==> config.mk <==
export PLATFORM = sky130hd
export DESIGN_NAME = vsr_ctrl
export DESIGN_NICKNAME = d
export VERILOG_FILES = /design/src/rtl/vsr_ctrl.sv
export SDC_FILE = /design/constraint.sdc
export NUM_CORES = 1
export LEC_CHECK = 0
export BUFFER_PORTS_ARGS = -buffer_cell sky130_fd_sc_hd__buf_2
export CAP_MARGIN = 30
export CORE_MARGIN = 5
export CORE_UTILIZATION = 45
export CTS_BUF_LIST = sky130_fd_sc_hd__clkbuf_8
export CTS_CLUSTER_SIZE = 8
export DETAILED_ROUTE_END_ITERATION = 10
export GPL_TIMING_DRIVEN = 0
export PLACE_DENSITY = 0.78
export SYNTH_ARGS = -nofsm -noshare
export SYNTH_HDL_FRONTEND = slang
export SYNTH_SLANG_ARGS = --single-unit
==> constraint.sdc <==
create_clock -name clk -period 2.5 [get_ports clk]
set_input_delay 0.125 -clock clk [delete_from_list [all_inputs] [get_ports clk]]
set_output_delay 0.125 -clock clk [all_outputs]
set_load 0.02 [all_outputs]
==> src/rtl/vsr_ctrl.sv <==
module vsr_ctrl #(
  parameter int SECT = 128,
  parameter int PSUM = 8
) (
  input  logic        clk,
  input  logic        rst_n,
  input  logic        op_valid,
  input  logic [3:0]  op_code,
  input  logic [31:0] op_arg,
  input  logic [63:0] restore_word,
  input  logic        prob_state,
  output logic [63:0] status,
  output logic [1:0]  cc,
  output logic [31:0] result,
  output logic [7:0]  clear_req,
  output logic        spec_err,
  output logic        done
);
  localparam logic [31:0] SECT32 = 32'(SECT);
  localparam logic [15:0] SECT16 = 16'(SECT);
  localparam logic [15:0] PSUM16 = 16'(PSUM);

  localparam logic [3:0] OP_LDCNT = 4'd0;
  localparam logic [3:0] OP_LDIDX = 4'd1;
  localparam logic [3:0] OP_MASK  = 4'd2;
  localparam logic [3:0] OP_CLR   = 4'd3;
  localparam logic [3:0] OP_REST  = 4'd4;
  localparam logic [3:0] OP_XCNT  = 4'd5;
  localparam logic [3:0] OP_XMOD  = 4'd6;
  localparam logic [3:0] OP_PARM  = 4'd7;

  logic [15:0] cur_cnt;
  assign cur_cnt = status[47:32];

  logic arg_neg, arg_zero, arg_big;
  logic [15:0] arg_clamp;
  assign arg_neg   = op_arg[31];
  assign arg_zero  = (op_arg == 32'd0);
  assign arg_big   = !arg_neg && (op_arg > SECT32);
  assign arg_clamp = arg_neg ? 16'd0 : (arg_big ? SECT16 : op_arg[15:0]);

  logic idx_below;
  assign idx_below = !arg_neg && (op_arg < {16'd0, cur_cnt});

  logic [1:0] cc_cnt, cc_idx;
  assign cc_cnt = arg_zero ? 2'd0 : arg_neg ? 2'd1 : arg_big   ? 2'd2 : 2'd3;
  assign cc_idx = arg_zero ? 2'd0 : arg_neg ? 2'd1 : idx_below ? 2'd2 : 2'd3;

  logic rw_bad;
  assign rw_bad = (|restore_word[63:49])
                | (restore_word[47:32] > SECT16)
                | (restore_word[31:16] >= SECT16);

  logic [63:0] rw_eff;
  assign rw_eff = prob_state ? {restore_word[63:8], restore_word[15:8]} : restore_word;

  always_ff @(posedge clk) begin
    if (!rst_n) begin
      status    <= '0;
      cc        <= '0;
      result    <= '0;
      clear_req <= '0;
      spec_err  <= 1'b0;
      done      <= 1'b0;
    end else begin
      done      <= op_valid;
      clear_req <= '0;
      spec_err  <= 1'b0;
      if (op_valid) begin
        case (op_code)
          OP_LDCNT: begin
            status[47:32] <= arg_clamp;
            cc            <= cc_cnt;
          end
          OP_LDIDX: begin
            status[31:16] <= arg_clamp;
            cc            <= cc_idx;
          end
          OP_MASK: status[48] <= op_arg[0];
          OP_CLR: begin
            status[31:16] <= '0;
            status[15:8]  <= status[15:8] & ~op_arg[7:0];
            clear_req     <= op_arg[7:0];
          end
          OP_REST: begin
            if (rw_bad) begin
              spec_err <= 1'b1;
            end else begin
              status    <= rw_eff;
              clear_req <= status[15:8] & ~restore_word[15:8];
            end
          end
          OP_XCNT: result <= {16'd0, cur_cnt};
          OP_XMOD: result <= {16'd0, status[63:48]};
          OP_PARM: result <= {SECT16, PSUM16};
          default: ;
        endcase
      end
    end
  end

  p_done_follows_r2: assert property (@(posedge clk) disable iff (!rst_n)
    op_valid |=> done);
  p_done_idle_r2: assert property (@(posedge clk) disable iff (!rst_n)
    !op_valid |=> !done);
  p_cnt_range_r3: assert property (@(posedge clk) disable iff (!rst_n)
    status[47:32] <= SECT16);
  p_idx_range_r4: assert property (@(posedge clk) disable iff (!rst_n)
    status[31:16] <= SECT16);
  p_zero_count_r3: assert property (@(posedge clk) disable iff (!rst_n)
    (op_valid && op_code == OP_LDCNT && op_arg == 32'd0) |=> (cc == 2'd0 && status[47:32] == 16'd0));
  p_mask_bit_r5: assert property (@(posedge clk) disable iff (!rst_n)
    (op_valid && op_code == OP_MASK) |=> (status[48] == $past(op_arg[0]) && $stable(cc)));
  p_err_keeps_r7: assert property (@(posedge clk) disable iff (!rst_n)
    spec_err |-> (status == $past(status) && clear_req == 8'd0));
  p_clr_with_done_r6: assert property (@(posedge clk) disable iff (!rst_n)
    (clear_req != 8'd0) |-> done);
  p_undef_quiet_r12: assert property (@(posedge clk) disable iff (!rst_n)
    (op_valid && op_code[3]) |=> ($stable(status) && $stable(cc) && $stable(result)));
endmodule

==> results.md, run 1 <==
| Metric | Value | Unit |
| --- | --- | --- |
| Result of the run | finished, final reports clean | - |
| Critical Path, Cell by Cell | buf_2 -> nor4_1 -> nand4_2 -> nor4_1 -> clkbuf_1 -> a211oi_1 | - |
| Main flop type after synthesis | dfxtp_1 | - |
| Setup violation total in the final timing report | 0 | - |
| Ys async rst share | 0 | % |
| Largest net degree at the start of global routing | 16 | - |
| Top post-synthesis cells by area | dfxtp_1, ha_1, a21oi_1 | - |
| Drt via density | 5.57 | - |
| Most frequent cell on the critical path | nor4_1 | - |
| Maximum fanout along the worst path | 10 | - |
| Worst hold path class | in -> reg | - |
| Final hold violation count | 0 | - |
| Post-route minimum period | 2.36 | ns |
| Worst Slack Setup Final | 0.140 | ns |
| Switching Power | 0.804 | mW |
| Number of optimization iterations in the first detailed-route pass | 8 | - |
| Worst reg2reg path endpoint | cc[0] | - |
| Maximum operating frequency | 424 | MHz |
| CTS tree | yes | - |
| Sequential area share after synthesis | 41.4 | % |
| Total area of multi-input combinational cells | 0.00225 | mm^2 |
| Most common library cells after synthesis | dfxtp_1, inv_1, nor2_1 | - |
| Yosys warns | 0 | - |
| Max-slew violations | 0 | - |
| Number of top-level pins | 212 | - |
| Post-placement cell area | 0.00568 | mm^2 |
| Required time at the worst-slack endpoint | 2.73 | ns |
| Gate power share | 13.8 | % |
| Switching share of total power | 26.9 | % |
| Worst reg2reg path depth | 7 | - |
| Clock Power Share | 35.2 | % |
| Leftover overflow at the end of global routing | 0 | - |
| Start point of the worst min-delay path | restore_word[18] | - |
| Data arrival time of the worst path | 2.59 | ns |
| Slowest stage cell, crit path | nor4_1 | - |
| RR Startpoint | status[46] | - |
| Setup Crit Path Kind | in -> reg | - |
| Die footprint | 0.0121 | mm^2 |
| Max capacitance violation total | 0 | - |
| Category of the worst setup path launch point | input pin | - |
| Antenna violations before repair | 1 | - |
| Library cell with the largest summed area after synthesis | dfxtp_1 | - |
| Worst R2R Setup Slack | 0.62 | ns |
| Relative slew margins | 35.0 | % |
| Cell area after synthesis | 0.00449 | mm^2 |
| Area Overhead vs Synth | 31.1 | % |
| Routed wirelength normalized by instance count | 17.6 | um |
| Share of total power in sequential cells | 51.0 | % |
| Summed area of non-filler cells in the final layout | 0.00589 | mm^2 |
| Fraction of synthesized cell area taken by the top area cell type | 41.4 | % |
| Ratio of final minimum period to clock period | 94.4 | % |
| First-iteration detailed-routing DRC count | 307 | - |
| Number of global-route vias before repair | 4784 | - |
| Post-detailed-routing wire length | 15.3 | mm |
| Fin cells | 872 | - |
| Gate count after technology mapping | 515 | - |
| Fin Clk Skew | 0.00683 | ns |
| Number of buffers inserted to repair setup after CTS | 0 | - |
| Residual antenna-violating net count after detailed routing | 0 | - |
| Clock slew at reported path FFs | 0.09 | ns |
| Root Buffer Master | clkbuf_8 | - |
| Starting density of the core | 46.0 | % |
| Internal power | 2.19 | mW |
| Pre-CTS worst setup slack | -0.241 | ns |
| Net count reported at finish | 852 | - |
| Filler cells | 916 | - |
| Worst-skew pair later-pin latency | 0.36 | ns |
| Total vias in the final route | 4856 | - |
| Register cell area after layout | 0.00186 | mm^2 |
| Largest stage delay on the critical path | 0.93 | ns |
| Mapped Avg Cell Area | 8.72 | um^2 |
| Number of gates given a new drive strength after cts | 0 | - |
| Yosys cell types | 58 | - |
| Overall Power | 2.99 | mW |
| Number of hold buffers added after cts | 0 | - |
| Min Hold Slack | 0.0619 | ns |
| Maximum clock path buffer count | 2 | - |
| Fraction of layout instances using a drive strength above 1 | 33.3 | % |
| Last weighted congestion value of the routability-driven placer | 0.882 | - |
| # H-tree levels | 3 | - |
| GRT Resource Usage Total | 25.0 | % |
| Standard-cell row count | 36 | - |
| Peak VDD IR | 237 | uV |
| Placeable core region | 0.00977 | mm^2 |
| Port Buffers | 193 | - |
| Die W | 110 | um |
| Most instantiated library cell after synthesis | dfxtp_1 | - |
| First-pass GRT wire length | 23.5 | mm |
| Slew at the pin closest to its max-slew limit | 0.966 | ns |
| RSZ-0062 raised after global routing | no | - |
| Endpoint type of the worst setup path | flop | - |
| Post-synth EDFFs | 0 | - |
| Die Ht | 110 | um |
| Hold Path Sink | status[18] | - |
| Clock buffer count from CTS | 9 | - |
| Post-detailed-route DRC marker count | 0 | - |
| Count of clock tree sinks | 93 | - |
| Synth Register Bits | 93 | - |
| Power density over the cells | 508 | mW/mm^2 |
| Static leakage power | 2.68 | nW |
| Cell count after placement | 855 | - |
| Final HPWL DP | 12.1 | mm |
| Hold path cells | 3 | - |
## power by group through the flow
stage | combinational [mW] | sequential [mW] | clock, mW
after floorplan | 0.192 | 1.59 | 0
after global placement | 0.399 | 1.56 | 0
after detailed placement | 0.408 | 1.56 | 0
after CTS | 0.409 | 1.52 | 1.07
after global routing | 0.450 | 1.53 | 1.13
final | 0.414 | 1.52 | 1.05
## cell families (layout without fill, tap and decap cells)
group | Yosys count | after routing | synth area share, %
mux | 9 | 9 | 2.01
fa+ha+maj | 15 | 15 | 4.18
xor+xnor | 1 | 1 | 0.195
other cells | 1 | 16 | 0.0835
buf+inv | 92 | 301 | 9.72
flops | 93 | 93 | 41.4
compound gates | 138 | 138 | 21.8
simple gates | 166 | 166 | 20.6
## metal layers
layer  up-vias  track usage (%)  share of wire (%)
li1       2314                -                  -
met1      2261             30.2                 41
met2       250             43.5                 48
met3        31             5.11                8.3
met4         0             9.53                2.8
met5         -                0                  0
## worst max-delay path by stage
stage                                start          to  slack [ns]
final                     restore_word[43]   status[7]        0.14
after global routing      restore_word[56]   status[7]       0.005
after CTS                 restore_word[43]   status[6]        0.14
after detailed placement  restore_word[43]   status[3]       -0.24
after global placement    restore_word[43]   status[3]       -0.16
after floorplan           restore_word[27]  status[38]        0.57
## through the flow
step | utilization (%) | TNS (ns)
finish | 60.3 | 0
floorplan | - | 0
CTS | 60.2 | 0
global route | 60.3 | 0
global placement | 58.1 | -2.02
detailed placement | 58.1 | -4.06
## critical path: cells and delay by family
kind | cells | cell delay [ns]
compound gates | 1 | 0.14
simple gates | 3 | 1.73
buf+inv | 2 | 0.59
## cell usage in the layout (no fill, tap or decap), types with 16 or more instances in the layout
cell type	n
buf_2	196
dfxtp_1	93
inv_1	42
nor2_1	41
a21oi_1	35
nor3_1	31
nand2_1	25
clkbuf_1	25
nor4_1	20
a32oi_1	16
buf_4	16
a211oi_1	16
## sequential cells by signal, indices dropped and copies added (netlist names)
register and count:
spec_err 1, cc 2, done 1, clear_req 8
result 17, status 64
## layout make-up
type                       count  area share [%]
clock inverter                 5           0.999
multi-input combinational    344            38.1
tap                          133            2.83
timing repair buffer         193            16.4
sequential                    93            31.6
inverter                      43            2.74
buffer                        49            4.67
antenna                        1          0.0425
clock buffer                  11            2.57
Power figures use the tool's default switching activity.
==> inputs of run 2 (changes only) <==
--- a/config.mk
+++ b/config.mk
@@ -14,6 +14,7 @@
 export DETAILED_ROUTE_END_ITERATION = 10
 export GPL_TIMING_DRIVEN = 0
 export PLACE_DENSITY = 0.78
+export SETUP_SLACK_MARGIN = 0.2
 export SYNTH_ARGS = -nofsm -noshare
 export SYNTH_HDL_FRONTEND = slang
 export SYNTH_SLANG_ARGS = --single-unit
==> results.md, run 2 (synthesis gave the netlist of run 1 again) <==
| Metric | Value | Unit | vs previous |
| --- | --- | --- | --- |
| Critical Path, Cell by Cell | buf_2 -> nor4_1 -> nand4_2 -> nor4_4 -> or2_2 -> clkbuf_1 -> a311oi_1 | - | was buf_2 -> nor4_1 -> nand4_2 -> nor4_1 -> clkbuf_1 -> a211oi_1 |
| Most frequent cells in the layout | buf_2, dfxtp_1, inv_1 | - | unchanged |
| Fin Clk Skew | 0.0104 | ns | was 0.00683 ns |
| Fraction of layout instances using a drive strength above 1 | 33.5 | % | was 33.3% |
| WP depth | 7 | - | was 6 |
| Relative slew margins | 37.3 | % | was 35.0% |
| Number of flip-flops under the largest register name | 64 | - | unchanged |
| Final hold violation count | 0 | - | unchanged |
| Final HPWL DP | 12.1 | mm | unchanged |
| Worst reg2reg path depth | 7 | - | unchanged |
| Cell type group with the largest total delay on the critical path | simple AND/OR/NAND/NOR gates | - | unchanged |
| Setup violation total in the final timing report | 0 | - | unchanged |
| Endpoint type of the worst setup path | flop | - | unchanged |
| Category of the worst setup path launch point | input pin | - | unchanged |
| Largest stage delay on the critical path | 0.66 | ns | was 0.93 ns |
| Residual antenna-violating net count after detailed routing | 0 | - | unchanged |
| Number of hold buffers added after cts | 0 | - | unchanged |
| Largest register by flop count | status | - | unchanged |
| First-pass GRT wire length | 23.5 | mm | about the same |
| Number of global-route vias before repair | 4792 | - | was 4784 |
| Maximum fanout along the worst path | 10 | - | unchanged |
| Last weighted congestion value of the routability-driven placer | 0.882 | - | unchanged |
| Overall Power | 3.00 | mW | was 2.99 mW |
| RSZ-0062 raised after global routing | no | - | unchanged |
| Die W | 110 | um | unchanged |
| Slowest stage cell, crit path | nor4_4 | - | was nor4_1 |
| Total area of multi-input combinational cells | 0.00226 | mm^2 | was 0.00225 mm^2 |
| Count of clock tree sinks | 93 | - | unchanged |
| Die Ht | 110 | um | unchanged |
| Drt via density | 5.52 | - | was 5.57 |
| Result of the run | finished, final reports clean | - | unchanged |
| Standard-cell row count | 36 | - | unchanged |
| Clock slew at reported path FFs | 0.09 | ns | about the same |
| Required time at the worst-slack endpoint | 2.73 | ns | about the same |
| Slew at the pin closest to its max-slew limit | 0.933 | ns | was 0.966 ns |
| Number of optimization iterations in the first detailed-route pass | 5 | - | was 8 |
| # H-tree levels | 3 | - | unchanged |
| Register cell area after layout | 0.00186 | mm^2 | unchanged |
| First-iteration detailed-routing DRC count | 339 | - | was 307 |
| Net count reported at finish | 852 | - | unchanged |
| Setup Crit Path Kind | in -> reg | - | unchanged |
| Post-route minimum period | 2.12 | ns | was 2.36 ns |
| Pre-CTS worst setup slack | -0.241 | ns | unchanged |
| Static leakage power | 2.68 | nW | about the same |
| Data arrival time of the worst path | 2.35 | ns | was 2.59 ns |
| Post-detailed-route DRC marker count | 0 | - | unchanged |
| Area Overhead vs Synth | 31.4 | % | was 31.1% |
| Buf+Inv Stages, Crit Path | 2 | - | unchanged |
| Hold path cells | 3 | - | unchanged |
| Worst-skew pair later-pin latency | 0.37 | ns | was 0.36 ns |
| Largest registers in the final layout | status (64), result (17), clear_req (8) | - | unchanged |
| Min Hold Slack | 0.0583 | ns | was 0.0619 ns |
| Ratio of final minimum period to clock period | 85.0 | % | was 94.4% |
| Commonest non-fill, non-tap cell in the layout | buf_2 | - | unchanged |
| Leftover overflow at the end of global routing | 0 | - | unchanged |
| Placeable core region | 0.00977 | mm^2 | unchanged |
| Peak VDD IR | 237 | uV | about the same |
| Power density over the cells | 509 | mW/mm^2 | was 508 mW/mm^2 |
| Starting density of the core | 46.0 | % | unchanged |
| Worst Slack Setup Final | 0.376 | ns | was 0.140 ns |
| Clock buffer count from CTS | 9 | - | unchanged |
| Routed wirelength normalized by instance count | 17.6 | um | about the same |
| Die footprint | 0.0121 | mm^2 | unchanged |
| Antenna violations before repair | 1 | - | unchanged |
| End-of-flow core utilization | 60.4 | % | was 60.3% |
| GRT Resource Usage Total | 25.0 | % | about the same |
| Worst hold path class | in -> reg | - | unchanged |
| Maximum clock path buffer count | 2 | - | unchanged |
| Largest net degree at the start of global routing | 16 | - | unchanged |
| Total vias in the final route | 4816 | - | was 4856 |
| Maximum operating frequency | 471 | MHz | was 424 MHz |
| Max-slew violations | 0 | - | unchanged |
| Filler cells | 915 | - | was 916 |
| Number of top-level pins | 212 | - | unchanged |
| Post-detailed-routing wire length | 15.3 | mm | about the same |
| Port Buffers | 193 | - | unchanged |
| Max capacitance violation total | 0 | - | unchanged |
| CTS tree | yes | - | unchanged |
| Root Buffer Master | clkbuf_8 | - | unchanged |
| Number of buffers inserted to repair setup after CTS | 0 | - | unchanged |
run 2: through the flow:
step | instance area, um^2 | std cells | TNS, ns
2_1_floorplan | 4540 | 529 | 0
3_3_place_gp | 5680 | 855 | -2.02
3_5_place_dp | 5680 | 855 | -4.06
4_1_cts | 5890 | 871 | 0
5_1_grt | 5900 | 872 | 0
6_report | 5900 | 872 | 0
run 2: worst register-to-register path, stage by stage (launching register included):
cell	delay (ns)
dfxtp_1	0.37
inv_1	0.08
ha_1	0.32
a21oi_1	0.08
o211a_1	0.22
a31oi_1	0.15
or4b_1	0.45
a21oi_1	0.16
run 2: layer usage:
layer | track usage [%] | share of wire [%]
met3 | 5.34 | 8.7
met2 | 43.4 | 48
met1 | 30.0 | 40
met5 | 0 | 0
met4 | 9.71 | 2.9
run 2: final timing paths:
kind | start | slack (ns) | endpoint
max | restore_word[43] | 0.38 | status[15]
min | restore_word[18] | 0.06 | status[18]
max reg2reg | status[46] | 0.62 | cc[0]
min reg2reg | status[55] | 0.46 | status[55]
run 2: where the power goes:
group	internal, mW	switching, mW	total (mW)	leakage [nW]
clock network	0.517	0.547	1.06	0.102
registers	1.51	0.0177	1.52	0.752
logic	0.163	0.252	0.415	1.83
total	2.19	0.816	3.00	2.68
run 2: timing repair:
action	in CTS	in global routing
setup endpoints to repair	7	1
pin swaps	0	0
gates resized for setup	1	1
run 2: cell type report:
cell class	instances	area share (%)
Clock buffer	11	2.56
Inverter	43	2.73
Buffer	49	4.66
Clock inverter	5	0.996
Timing Repair Buffer	193	16.4
Multi-Input combinational cell	344	38.3
Tap cell	133	2.82
Sequential cell	93	31.5
Antenna cell	1	0.0424
==> inputs of run 3 (changes only) <==
==> constraint.sdc (replaced) <==
create_clock -name clk -period 2.2 [get_ports clk]
set_input_delay 0.11 -clock clk [delete_from_list [all_inputs] [get_ports clk]]
set_output_delay 0.11 -clock clk [all_outputs]
set_load 0.02 [all_outputs]
==> results.md, run 3 (synthesis gave the netlist of run 1 again) <==
| Metric | Value | Unit | vs previous |
| --- | --- | --- | --- |
| Die footprint | 0.0121 | mm^2 | unchanged |
| Drt via density | 5.53 | - | was 5.52 |
| Gate power share | 13.9 | % | was 13.8% |
| End-of-flow core utilization | 61.4 | % | was 60.4% |
| Post-placement cell area | 0.00568 | mm^2 | unchanged |
| Switching share of total power | 27.1 | % | was 27.2% |
| CTS tree | yes | - | unchanged |
| Count of clock tree sinks | 93 | - | unchanged |
| Maximum operating frequency | 488 | MHz |  |
| Clock buffer count from CTS | 9 | - | unchanged |
| Die Ht | 110 | um | unchanged |
| Category of the worst setup path launch point | input pin | - | unchanged |
| Clock Power Share | 35.3 | % | was 35.4% |
| Data arrival time of the worst path | 2.34 | ns | was 2.35 ns |
| Area Overhead vs Synth | 33.7 | % | was 31.4% |
| Leftover overflow at the end of global routing | 0 | - | unchanged |
| # H-tree levels | 3 | - | unchanged |
| Largest stage delay on the critical path | 0.72 | ns | was 0.66 ns |
| Setup Crit Path Kind | in -> reg | - | unchanged |
| Largest registers in the final layout | status (64), result (17), clear_req (8) | - | unchanged |
| RSZ-0062 raised after global routing | yes | - | was no |
| Peak VDD IR | 269 | uV | was 237 uV |
| Met3 Routed Length | 1.42 | mm | was 1.34 mm |
| Number of hold buffers added after cts | 0 | - | unchanged |
| Number of top-level pins | 212 | - | unchanged |
| Uppermost signal routing layer after detailed routing | met4 | - | unchanged |
| Required time at the worst-slack endpoint | 2.49 | ns | was 2.73 ns |
| Result of the run | finished, final reports clean | - | unchanged |
| Maximum fanout along the worst path | 9 | - | was 10 |
| Fraction of layout instances using a drive strength above 1 | 34.8 | % | was 33.5% |
| Number of global-route vias before repair | 4833 | - | was 4792 |
| Port Buffers | 193 | - | unchanged |
| Max capacitance violation total | 0 | - | unchanged |
| Slowest stage cell, crit path | nor4_2 | - | was nor4_4 |
| Post-detailed-routing wire length | 15.4 | mm | was 15.3 mm |
| Max-slew violations | 0 | - | unchanged |
| Most frequent cells in the layout | buf_2, dfxtp_1, inv_1 | - | unchanged |
| Post-route minimum period | 2.05 | ns |  |
| Number of flip-flops under the largest register name | 64 | - | unchanged |
| Met1 wire length | 6.09 | mm | was 6.18 mm |
| Final HPWL DP | 12.1 | mm | unchanged |
| Total vias in the final route | 4876 | - | was 4816 |
| Slew at the pin closest to its max-slew limit | 0.946 | ns | was 0.933 ns |
| Buf+Inv Stages, Crit Path | 1 | - | was 2 |
| Relative slew margins | 36.4 | % | was 37.3% |
| First-iteration detailed-routing DRC count | 299 | - | was 339 |
| Largest net degree at the start of global routing | 16 | - | unchanged |
| Root Buffer Master | clkbuf_8 | - | unchanged |
| Commonest non-fill, non-tap cell in the layout | buf_2 | - | unchanged |
| Final hold violation count | 0 | - | unchanged |
| Post-detailed-route DRC marker count | 0 | - | unchanged |
| Switching Power | 0.922 | mW | was 0.816 mW |
| Routed wirelength normalized by instance count | 17.5 | um | was 17.6 um |
| Residual antenna-violating net count after detailed routing | 0 | - | unchanged |
| Critical Path, Cell by Cell | buf_2 -> or4_1 -> o41a_1 -> nor4_2 -> a22oi_1 -> a211oi_1 | - | was buf_2 -> nor4_1 -> nand4_2 -> nor4_4 -> or2_2 -> clkbuf_1 -> a311oi_1 |
| Cell type group with the largest total delay on the critical path | simple AND/OR/NAND/NOR gates | - | unchanged |
| Internal power | 2.49 | mW | was 2.19 mW |
| Largest register by flop count | status | - | unchanged |
| Fin Clk Skew | 0.00686 | ns | was 0.0104 ns |
| Number of optimization iterations in the first detailed-route pass | 5 | - | unchanged |
| Standard-cell row count | 36 | - | unchanged |
| Summed area of non-filler cells in the final layout | 0.00601 | mm^2 | was 0.00590 mm^2 |
| Worst hold path class | in -> reg | - | unchanged |
| Met2 Wirelength | 7.38 | mm | about the same |
| Setup violation total in the final timing report | 0 | - | unchanged |
| Power density over the cells | 567 | mW/mm^2 | was 509 mW/mm^2 |
| Die W | 110 | um | unchanged |
| Static leakage power | 2.75 | nW | was 2.68 nW |
| Endpoint type of the worst setup path | flop | - | unchanged |
| Placeable core region | 0.00977 | mm^2 | unchanged |
| Starting density of the core | 46.0 | % | unchanged |
| Antenna violations before repair | 1 | - | unchanged |
| Worst-skew pair later-pin latency | 0.37 | ns | about the same |
| Last weighted congestion value of the routability-driven placer | 0.882 | - | unchanged |
| Net count reported at finish | 862 | - | was 852 |
| Maximum clock path buffer count | 2 | - | unchanged |
| First-pass GRT wire length | 23.6 | mm | was 23.5 mm |
| Ratio of final minimum period to clock period | 93.1 | % |  |
| Share of total power in sequential cells | 50.8 | % | was 50.7% |
| Clock slew at reported path FFs | 0.09 | ns | about the same |
| GRT Resource Usage Total | 25.2 | % | was 25.0% |
-- run 3: worst reg2reg max path, stage by stage, from the launching register on --
cell and delay (ns):
dfxtp_1 0.37, inv_1 0.07, ha_1 0.32, a21oi_1 0.08, o211a_1 0.22, a31oi_1 0.15, or4b_4 0.48, a21oi_2 0.14
-- run 3: stage by stage --
stage	setup slack (ns)	hold WS (ns)	power, mW	instances	TNS (ns)
finish	0.151	0.0388	3.41	882	0
global placement	-0.444	0.414	2.22	855	-16.36
CTS	0.232	0.0338	3.42	877	0
floorplan	0.282	0.247	2.02	529	0
global route	0.0509	0.0472	3.54	882	0
detailed placement	-0.526	0.406	2.23	855	-20.07
-- run 3: worst paths after layout --
check | depth (start not counted) | startpoint | endpoint | slack, ns
worst min register to register | 2 | status[55] | status[55] | 0.46
worst max register to register | 7 | status[46] | cc[0] | 0.32
worst min-delay path | 3 | restore_word[18] | status[18] | 0.04
worst max-delay path | 6 | op_arg[1] | status[33] | 0.15
-- run 3: area by class of cell --
| type | instances | area (um^2) |
|---|---|---|
| multi-input combinational | 344 | 2290 |
| clock inverter | 5 | 58.8 |
| inverter | 43 | 161 |
| timing repair buffer | 203 | 1040 |
| antenna | 1 | 2.50 |
| sequential | 93 | 1860 |
| fill | 904 | 3770 |
| clock buffer | 11 | 151 |
| buffer | 49 | 277 |
| tap | 133 | 166 |
-- run 3: per-layer routing --
layer  vias up  global-route usage (%)
li1       2329                       -
met1      2244                    29.9
met2       262                    43.3
met3        41                    5.70
met4         0                    10.6
met5         -                       0
-- run 3: power groups by stage --
stage               logic [mW]  registers (mW)  clock network [mW]
CTS                      0.468            1.73                1.22
finish                   0.475            1.73                1.20
floorplan                0.218            1.80                   0
global placement         0.453            1.77                   0
global route             0.517            1.74                1.29
detailed placement       0.463            1.77                   0
-- run 3: repair_timing --
item                       in CTS  in global routing
setup buffers                   6                  4
pin swaps                       3                  1
setup endpoints to repair      53                 29
gates resized for setup         5                  2
